<file path="src/rtl/frame_watchdog.sv">
module frame_watchdog #(
  parameter int TIMEOUT = 1024,
  parameter int DW      = 8,
  parameter int KW      = 5,
  parameter logic [KW-1:0] KEY = 5'b01010
) (
  input  logic          clk,
  input  logic          rst_n,
  input  logic          wr_en,
  input  logic [DW-1:0] wr_data,
  input  logic          frame_in,
  output logic          wd_n
);
  localparam int CW = $clog2(TIMEOUT + 1);
  localparam logic [CW-1:0] LAST = CW'(TIMEOUT - 1);

  logic          frame_q;
  logic [CW-1:0] cnt;
  logic          edge_seen;
  logic          kick;

  assign edge_seen = frame_in & ~frame_q;
  assign kick      = wr_en && (wr_data[KW-1:0] == KEY);

  always_ff @(posedge clk or negedge rst_n) begin
    if (!rst_n) frame_q <= 1'b1;
    else        frame_q <= frame_in;
  end

  always_ff @(posedge clk or negedge rst_n) begin
    if (!rst_n) begin
      cnt  <= '0;
      wd_n <= 1'b1;
    end else if (kick) begin
      cnt  <= '0;
      wd_n <= 1'b1;
    end else if (edge_seen && wd_n) begin
      cnt <= cnt + 1'b1;
      if (cnt == LAST) wd_n <= 1'b0;
    end
  end
endmodule

</file>
<file path="config.mk">
export PLATFORM = sky130hd
export DESIGN_NAME = frame_watchdog
export DESIGN_NICKNAME = d
export VERILOG_FILES = /design/src/rtl/frame_watchdog.sv
export SDC_FILE = /design/constraint.sdc
export NUM_CORES = 1
export LEC_CHECK = 0
export ABC_AREA = 0
export BUFFER_PORTS_ARGS = -buffer_cell sky130_fd_sc_hd__buf_4
export CAP_MARGIN = 25
export CORE_MARGIN = 2
export CORE_UTILIZATION = 51
export DETAILED_ROUTE_END_ITERATION = 6
export PLACE_DENSITY_LB_ADDON = 0.05
export SETUP_SLACK_MARGIN = 0.5
export SLEW_MARGIN = 20
export SYNTH_ARGS = -nofsm -noshare
export SYNTH_HDL_FRONTEND = slang
export SYNTH_SLANG_ARGS = --single-unit
</file>
<file path="constraint.sdc">
create_clock -name clk -period 2 [get_ports clk]
set_input_delay 0.1 -clock clk [delete_from_list [all_inputs] [get_ports clk]]
set_output_delay 0.1 -clock clk [all_outputs]
set_load 0.02 [all_outputs]
</file>
==> results.md, run 1 <==
- Clock-pin slew was measured on the worst setup and hold paths at 0.08 ns.
- The highest achievable clock rate is just under 700 MHz.
- The area of the die is 1648 um^2.
- The cell leakage power is 0.3800 nW.
- The maximum buffer depth of the clock tree is 2.
- Synthesis handed over a netlist of 64 instances.
- The proportion of layout cells with a drive suffix above 1 is 0.3256.
- The largest fanout on the critical path is 6.
- The pin count of the biggest net entering global routing is 14.
- The area inside the core boundary is approximately 1300 um^2.
- The count of distinct cell types in the synthesized netlist is 25.
- The run finished with clean final reports.
- Walking the worst path, the cells encountered are nand4b_4 > or4_1 > a21oi_1.
- The number of global-route vias before repair came to roughly 510.
- The global routing usage summed across all routing layers is 0.2090.
- The delay of the slowest cell on the worst path is ~0.59 ns.
- Setup repair after global routing could not meet its margin everywhere.
- The ratio of final minimum period to clock period is 0.7357.
- The share of the Yosys chip area taken by registers is 0.4799.
- The fill cell total of the finished layout is 108.
- After detailed routing, the number of remaining DRC violations is 0.
- The aggregate global routing overflow is 0.
- Before antenna repair, the detailed router went through 5 iterations.
- Once detail routing completed, the nets flagged for antenna violations numbered 0.
- The final-report hold violation count is 0.
- The minimum setup slack in the final design is ~0.53 ns.
- The floorplan step set the die width to 40.60 um.
- The count of buffer and inverter cells on the critical path is 0.
- The placed instances occupy a cell area of approximately 780 um^2.
- 13 I/O pins were placed.
- For this run, global-route usage on met2 was measured as 0.3373.
- The required time of the worst setup path is around 2.2 ns.
- The most common cell after layout, fill and taps aside is buf_4.
- The library cell used as clock root buffer is clkbuf_4.
- Across the run, the number of max-cap violations was 0.
- The kind of end point of the critical path is a flip-flop.
- In the post-synthesis netlist, the biggest area contributors are dfrtp_1 (40%), dfstp_2 (7.7%), mux2i_1 (5.9%), o21ai_0 (5.9%), nand4b_4 (3.5%).
- The cell area after layout is slightly below 900 um^2.
- The area share of the leading cell type in the synthesized netlist is 0.4029.
- Buffers inserted during clock tree synthesis total 3.
- OpenSTA, run right after detailed placement, puts the worst setup slack at about 0.46 ns.
- TritonCTS built the clock tree.
- The final HPWL from detailed placement is 962.6 um.
- The power per unit of standard cell area is 806.3 nW/um^2.
- The headroom to the max-slew limit is 0.6109.
- In this run the cell area of the synthesized design comes to about 680 um^2.
- The synthesis-stage register bit count is 13.
- The mean routed wirelength per cell is approximately 14 um.
- Among all stages on the critical path, the largest delay is contributed by dfstp_2.
- The library cells used most frequently in the layout, excluding fill and tap cells, are buf_4 (16), dfrtp_1 (11), o21ai_0 (8).
- The number of port buffers is 9.
- STA classifies the critical path startpoint as a flip-flop.
- Routability-driven placement finished with a final weighted congestion of 0.7353.
- The met1 usage is 0.2690.
- The detailed-route wire length is roughly 1.4 mm.
- The clock skew is between 0.002 and 0.003 ns.
- The number of max-slew violations in the final report is 0.
- The type of the worst setup path is flip-flop to flip-flop.
- The antenna diode instance count is 0.
- The family of cells with the greatest summed delay on the critical path is simple AND/OR/NAND/NOR gates.
- The initial antenna violation count is 0.
- The first global-routing pass estimated between 2 and 2.5 mm of wire.
- The height of the die is between 40 and 50 um.
- Setup violations remaining at the end of the flow were counted as 0.
- At the worst endpoint, the arrival time is 1.68 ns.
- At the pin with the least slew margin, the transition time is 0.5816 ns.
- The number of nets handed over by synthesis was 77.
- The peak-usage layer in the global routing report is met2.
- The total number of vias is 580.
- CTS built an H-tree with a depth of 1.
- The initial core utilization is 0.5385.
- The total number of clock tree sinks is 13.
- The worst hold path belongs to the class primary input to async pin.
- The worst path in the final design needs a cycle of between 1 and 1.5 ns, including I/O delays and setup.
- The worst voltage drop across the vdd grid is 0.0006432 V.
- The power consumption is slightly above 700 uW.
- The placement row count is 13.
- The number of DRC markers in iteration 0 is 7.
- The mean cell area of the mapped netlist is between 10 and 15 um^2.
- The growth of design area from synthesis to finish is 29.67%.
- The clock latency on the worst-skew pair is roughly 0.28 ns.
- Of all cell types, the one taking the most synthesized area is dfrtp_1.
- The final setup TNS is 0 ns.
- Dividing the detail-routed via count by the number of cells gives ~5.7.
- The number of synthesis warnings is 0.
- For this run, global-route usage on met3 was measured as 0.03333.
- In the final design database the tool counted 100 nets.
==> metrics by stage <==
step                      std cells  hold WS, ns  utilization
after floorplan                  64      -0.1956            -
after global placement           88     -0.04865       0.6134
after detailed placement         88     -0.04798       0.6134
after CTS                       100       0.2000       0.6874
after global routing            101       0.2239       0.6982
final                           101       0.1923       0.6982
==> kinds of logic after synthesis <==
| kind of cell | synth area share |
|---|---|
| simple gates | 0.2546 |
| fa+ha+maj | 0.01831 |
| mux | 0.05861 |
| compound gates | 0.1575 |
| buf+inv | 0.005489 |
| xor+xnor | 0.02565 |
| flops | 0.4798 |
==> cell type report <==
cell class	count	area, um^2	area share
tap	15	18.77	0.02119
sequential	13	327.8	0.3701
clock buffer	4	26.28	0.02966
multi-input combinational	50	369.1	0.4167
timing repair buffer	18	140.1	0.1582
inverter	1	3.754	0.004237
==> where the power goes <==
group          total (mW)  switching, mW  internal [mW]
registers           0.348         0.0420          0.306
logic               0.197         0.0943          0.103
clock network       0.169         0.0913         0.0775
==> cell usage after synthesis <==
| library cell | number |
|---|---|
| xor2_1 | 2 |
| dfrtp_1 | 11 |
| or4_4 | 1 |
| or3_1 | 3 |
| inv_1 | 1 |
| nand4_1 | 2 |
| a21oi_2 | 1 |
| dfstp_2 | 2 |
| nand2b_1 | 2 |
| nand4bb_1 | 1 |
| o21bai_1 | 2 |
| or4_1 | 1 |
| a21oi_1 | 4 |
| nand4b_4 | 1 |
| nand3b_2 | 1 |
| nor4_1 | 3 |
| o21ai_0 | 8 |
| nor2_1 | 4 |
| o41ai_1 | 1 |
| nand3_1 | 2 |
| o31ai_1 | 2 |
| nand3_2 | 1 |
| ha_1 | 1 |
| nand2_1 | 3 |
| mux2i_1 | 4 |
==> sequential cells by signal, indices dropped and copies added (netlist names) <==
signal,cells
cnt,11
frame_q,1
wd_n,1
==> metal layers <==
layer / up-vias / wire, um
met1: 280 / 695
li1: 286 / -
met3: 3 / 40
met5: - / 0
met4: 0 / 19
met2: 11 / 680
==> worst paths after layout <==
path	from	end	slack, ns	depth (start not counted)
worst max-delay path	wd_n$_DFFE_PN1P_	cnt[8]$_DFFE_PN0P_	0.53	3
worst min-delay path	rst_n	cnt[4]$_DFFE_PN0P_	0.19	2
worst max register to register	wd_n$_DFFE_PN1P_	cnt[8]$_DFFE_PN0P_	0.53	3
worst min register to register	cnt[8]$_DFFE_PN0P_	cnt[8]$_DFFE_PN0P_	0.57	2
max in group asynchronous	rst_n	wd_n$_DFFE_PN1P_	1.57	2
min in group clk	wr_data[3]	wd_n$_DFFE_PN1P_	0.27	3
==> worst reg2reg max path, delay by kind of cell, from the launching register on <==
| family | cells | cell delay, ns |
|---|---|---|
| and+or+nand+nor | 2 | 0.66 |
| AOI/OAI and AO/OA | 1 | 0.15 |
| DFF | 1 | 0.59 |
==> timing repair <==
item,in CTS,in global routing
pin swaps,1,1
buffers inserted,6,1
gates resized for setup,1,1
endpoints found under the setup margin,2,3
hold buffers,2,0
hold endpoints to repair,14,0
No activity file was read; power rests on OpenSTA's default activity.
==> run 2, diff against run 1 <==
--- a/config.mk
+++ b/config.mk
@@ -9,7 +9,7 @@
 export BUFFER_PORTS_ARGS = -buffer_cell sky130_fd_sc_hd__buf_4
 export CAP_MARGIN = 25
 export CORE_MARGIN = 2
-export CORE_UTILIZATION = 51
+export CORE_UTILIZATION = 46
 export DETAILED_ROUTE_END_ITERATION = 6
 export PLACE_DENSITY_LB_ADDON = 0.05
 export SETUP_SLACK_MARGIN = 0.5
==> constraint.sdc (replaced) <==
create_clock -name clk -period 1.2 [get_ports clk]
set_input_delay 0.06 -clock clk [delete_from_list [all_inputs] [get_ports clk]]
set_output_delay 0.06 -clock clk [all_outputs]
set_load 0.02 [all_outputs]
==> run 2 against run 1 <==
Compared with the run above:
- the run now ends with setup timing left
- sequential power rose by 68%
- non-clock buffer count rose by 9
- core utilization rose by 7.8 points
- via count rose by 12%
==> results.md, run 2 (synthesized netlist as in run 1, its figures left out) <==
- The power per unit of standard cell area is 1281 nW/um^2 (+59%).
- The final reports fail on setup timing.
- The remaining design rule violation count came to 0 (unchanged).
- The final non-filler cell total is 111 (+9.9%).
- The most critical setup path has its endpoint at cnt[8]$_DFFE_PN0P_.
- The number of max-slew violations in the final report is 0 (unchanged).
- The category of the worst setup path launch point is a flip-flop.
- In the layout the commonest cells are buf_4 (23), dfrtp_1 (10), o21ai_0 (6).
- The horizontal extent of the die is 42.54 um (+4.8%).
- The critical path starts at wd_n$_DFFE_PN1P_.
- The TritonCTS buffer count came to 3 (unchanged).
- The detailed-route wire length is 1.682 mm (+17%).
- The total number of vias was 650 (+12%).
- The minimum setup slack in the final design is -0.1772 ns (-0.7058 ns).
- The highest achievable clock rate is 726.1 MHz (+6.8%).
- The total number of clock tree sinks was 13 (unchanged).
- The height of the die is 42.54 um (+4.8%).
- The pin count of the biggest net entering global routing came to 14 (unchanged).
- The mean routed wirelength per cell is 15.15 um (+6.6%).
- The first-pass GRT wire length came to 2.987 mm (+37%).
- The number of port buffers is 9 (unchanged).
- The required time of the worst setup path came to 1.41 ns (-0.80 ns).
- The initial core utilization came to 0.5060 (-0.03244).
- The headroom to the max-slew limit is 0.7953 (+0.1844).
- The area of the die is 1809 um^2 (+9.8%).
- The largest register by flop count is cnt.
- The critical path in this run is classified as flip-flop to flip-flop.
- The number of vias per cell after detailed routing is 5.856 (+2.0%).
- The number of flip-flops under the largest register name was 11 (unchanged).
- Setup repair after global routing could not meet its margin everywhere.
- The final-layout worst hold slack is 0.1645 ns (-0.02786 ns).
- The cell total after placement is 99 (+13%).
- The worst setup path is captured at a flip-flop.
- The maximum buffer depth of the clock tree is 2 (unchanged).
- The clock edge transition at the registers on the reported setup and hold paths came to 0.08 ns (about the same).
- TritonCTS built the clock tree.
- The placement row count came to 13 (unchanged).
- The proportion of total power due to net switching was 0.3285 (+0.009910).
- The number of top-level design ports is 13 (unchanged).
- The number of DRC markers in iteration 0 is 3 (-4).
- The growth of design area from synthesis to finish is 53.48%.
- The clock skew is 0.006076 ns (+0.003315 ns).
- The internal power consumption is 901.8 uW (+85%).
- The largest registers in the layout are cnt x11, frame_q x1, wd_n x1.
- The cell leakage power is 0.4652 nW (+22%).
- The global routing usage summed across all routing layers is 0.2254 (+0.01640).
- The number of nets in the layout is 110 (+10%).
- The slew at the pin closest to its max-slew limit was 0.3045 ns (-0.2771 ns).
- The largest fanout on the critical path is 5 (-1).
- The maximum level of the CTS H-tree is 1 (unchanged).
- The library cell used as clock root buffer is clkbuf_4.
- The post-layout utilization of the core is 0.7766 (+0.07842).
- The count of final setup violators was 10 (+10).
- The arrival time at the worst endpoint came to 1.59 ns (-0.09 ns).
- The flow ran to the end, but the final reports show violations.
- The capture instance of the worst register-to-register path is cnt[8]$_DFFE_PN0P_.
- The setup slack of the most critical reg-to-reg path was -0.18 ns (-0.71 ns).
- The final period demand of the worst path is 1.377 ns (-0.09416 ns).
- The global placement routability congestion is 0.7650 (+4.0%).
- The cell area after layout is 1049 um^2 (+18%).
- The detailed-routing iteration count for the pre-antenna-repair pass came to 3 (-2).
- The antenna diode instance count is 0 (unchanged).
- The proportion of layout cells with a drive suffix above 1 is 0.4792 (+0.1536).
- The share of total power in sequential cells is 0.436 (-0.052).
- The combinational share of power came to 0.364 (+0.088).
- The area inside the core boundary is 1350 um^2 (+6.4%).
- The standard cell area after detailed placement is 867.1 um^2 (+11%).
- The residual antenna-violating net count after detailed routing is 0 (unchanged).
- The aggregate global routing overflow is 0 (unchanged).
- The reported net switching power is 441.1 uW (+94%).
- The number of max-capacitance violations reported is 0 (unchanged).
- The depth of the worst register-to-register path is 3 (unchanged).
- Leaving out fill and tap cells, the most frequent cell in the layout is buf_4.
- The final-report hold violation count is 0 (unchanged).
- The final HPWL from detailed placement is 1.013 mm (+5.2%).
- The ratio of final minimum period to clock period is 1.148 (+0.4120).
- The clock latency on the worst-skew pair is 0.27 ns (about the same).
- The initial antenna violation count was 0 (unchanged).
- The worst voltage drop across the vdd grid is 0.001329 V (+110%).
- The relative contribution of the clock network to total power is 0.199 (-0.037).
- In this run the critical register-to-register path is launched from wd_n$_DFFE_PN1P_.
- The number of global-route vias before repair is 679 (+32%).
- The type of the tightest min-delay check is primary input to async pin.
==> run 2: layout make-up <==
| class | instances | area, um^2 |
|---|---|---|
| multi-input combinational | 51 | 455.4 |
| sequential | 13 | 329.1 |
| fill | 103 | 301.5 |
| timing repair buffer | 27 | 215.2 |
| clock buffer | 4 | 26.28 |
| tap | 15 | 18.77 |
| inverter | 1 | 3.754 |
==> run 2: metrics by stage <==
stage	setup slack (ns)	power (mW)	setup TNS, ns
finish	-0.1772	1.343	-1.338
detailed placement	-0.2124	0.9443	-1.362
CTS	-0.1602	1.341	-1.290
global route	-0.2312	1.429	-2.088
floorplan	-0.1934	0.7400	-1.288
global placement	-0.1822	0.9299	-1.128
==> run 2: critical path, cell delays in order, from the launching register on <==
cell and delay (ns):
dfstp_2 0.60, nand4b_4 0.15, or4_4 0.45, a21oi_2 0.12
==> run 2: what timing repair did <==
item | CTS | global route
hold buffers | 2 | 0
gates cloned | 1 | 0
endpoints found under the setup margin | 13 | 13
gates resized for setup | 10 | 7
pin swaps | 6 | 2
endpoints found under the hold margin | 14 | 0
setup buffers | 5 | 0
==> run 2: worst min path at each step <==
stage,startpoint,end,slack [ns],cells after the start
after global placement,rst_n,cnt[2]$_DFFE_PN0P_,-0.09,1
after detailed placement,rst_n,cnt[2]$_DFFE_PN0P_,-0.09,1
after floorplan,rst_n,cnt[0]$_DFFE_PN0P_,-0.24,0
after global routing,rst_n,cnt[3]$_DFFE_PN0P_,0.18,2
after CTS,rst_n,cnt[2]$_DFFE_PN0P_,0.16,2
final,rst_n,cnt[2]$_DFFE_PN0P_,0.16,2
==> run 2: metal layers <==
metal  share of wire  track usage
met5               0            0
met4           0.017      0.07500
met3           0.033      0.06034
met2            0.50       0.3631
met1            0.45       0.2911
==> run 2: power groups by stage <==
stage	combinational (mW)	sequential (mW)	clock, mW
floorplan	0.140	0.599	0
global route	0.536	0.598	0.295
CTS	0.478	0.586	0.277
detailed placement	0.377	0.567	0
global placement	0.366	0.564	0
finish	0.489	0.586	0.268
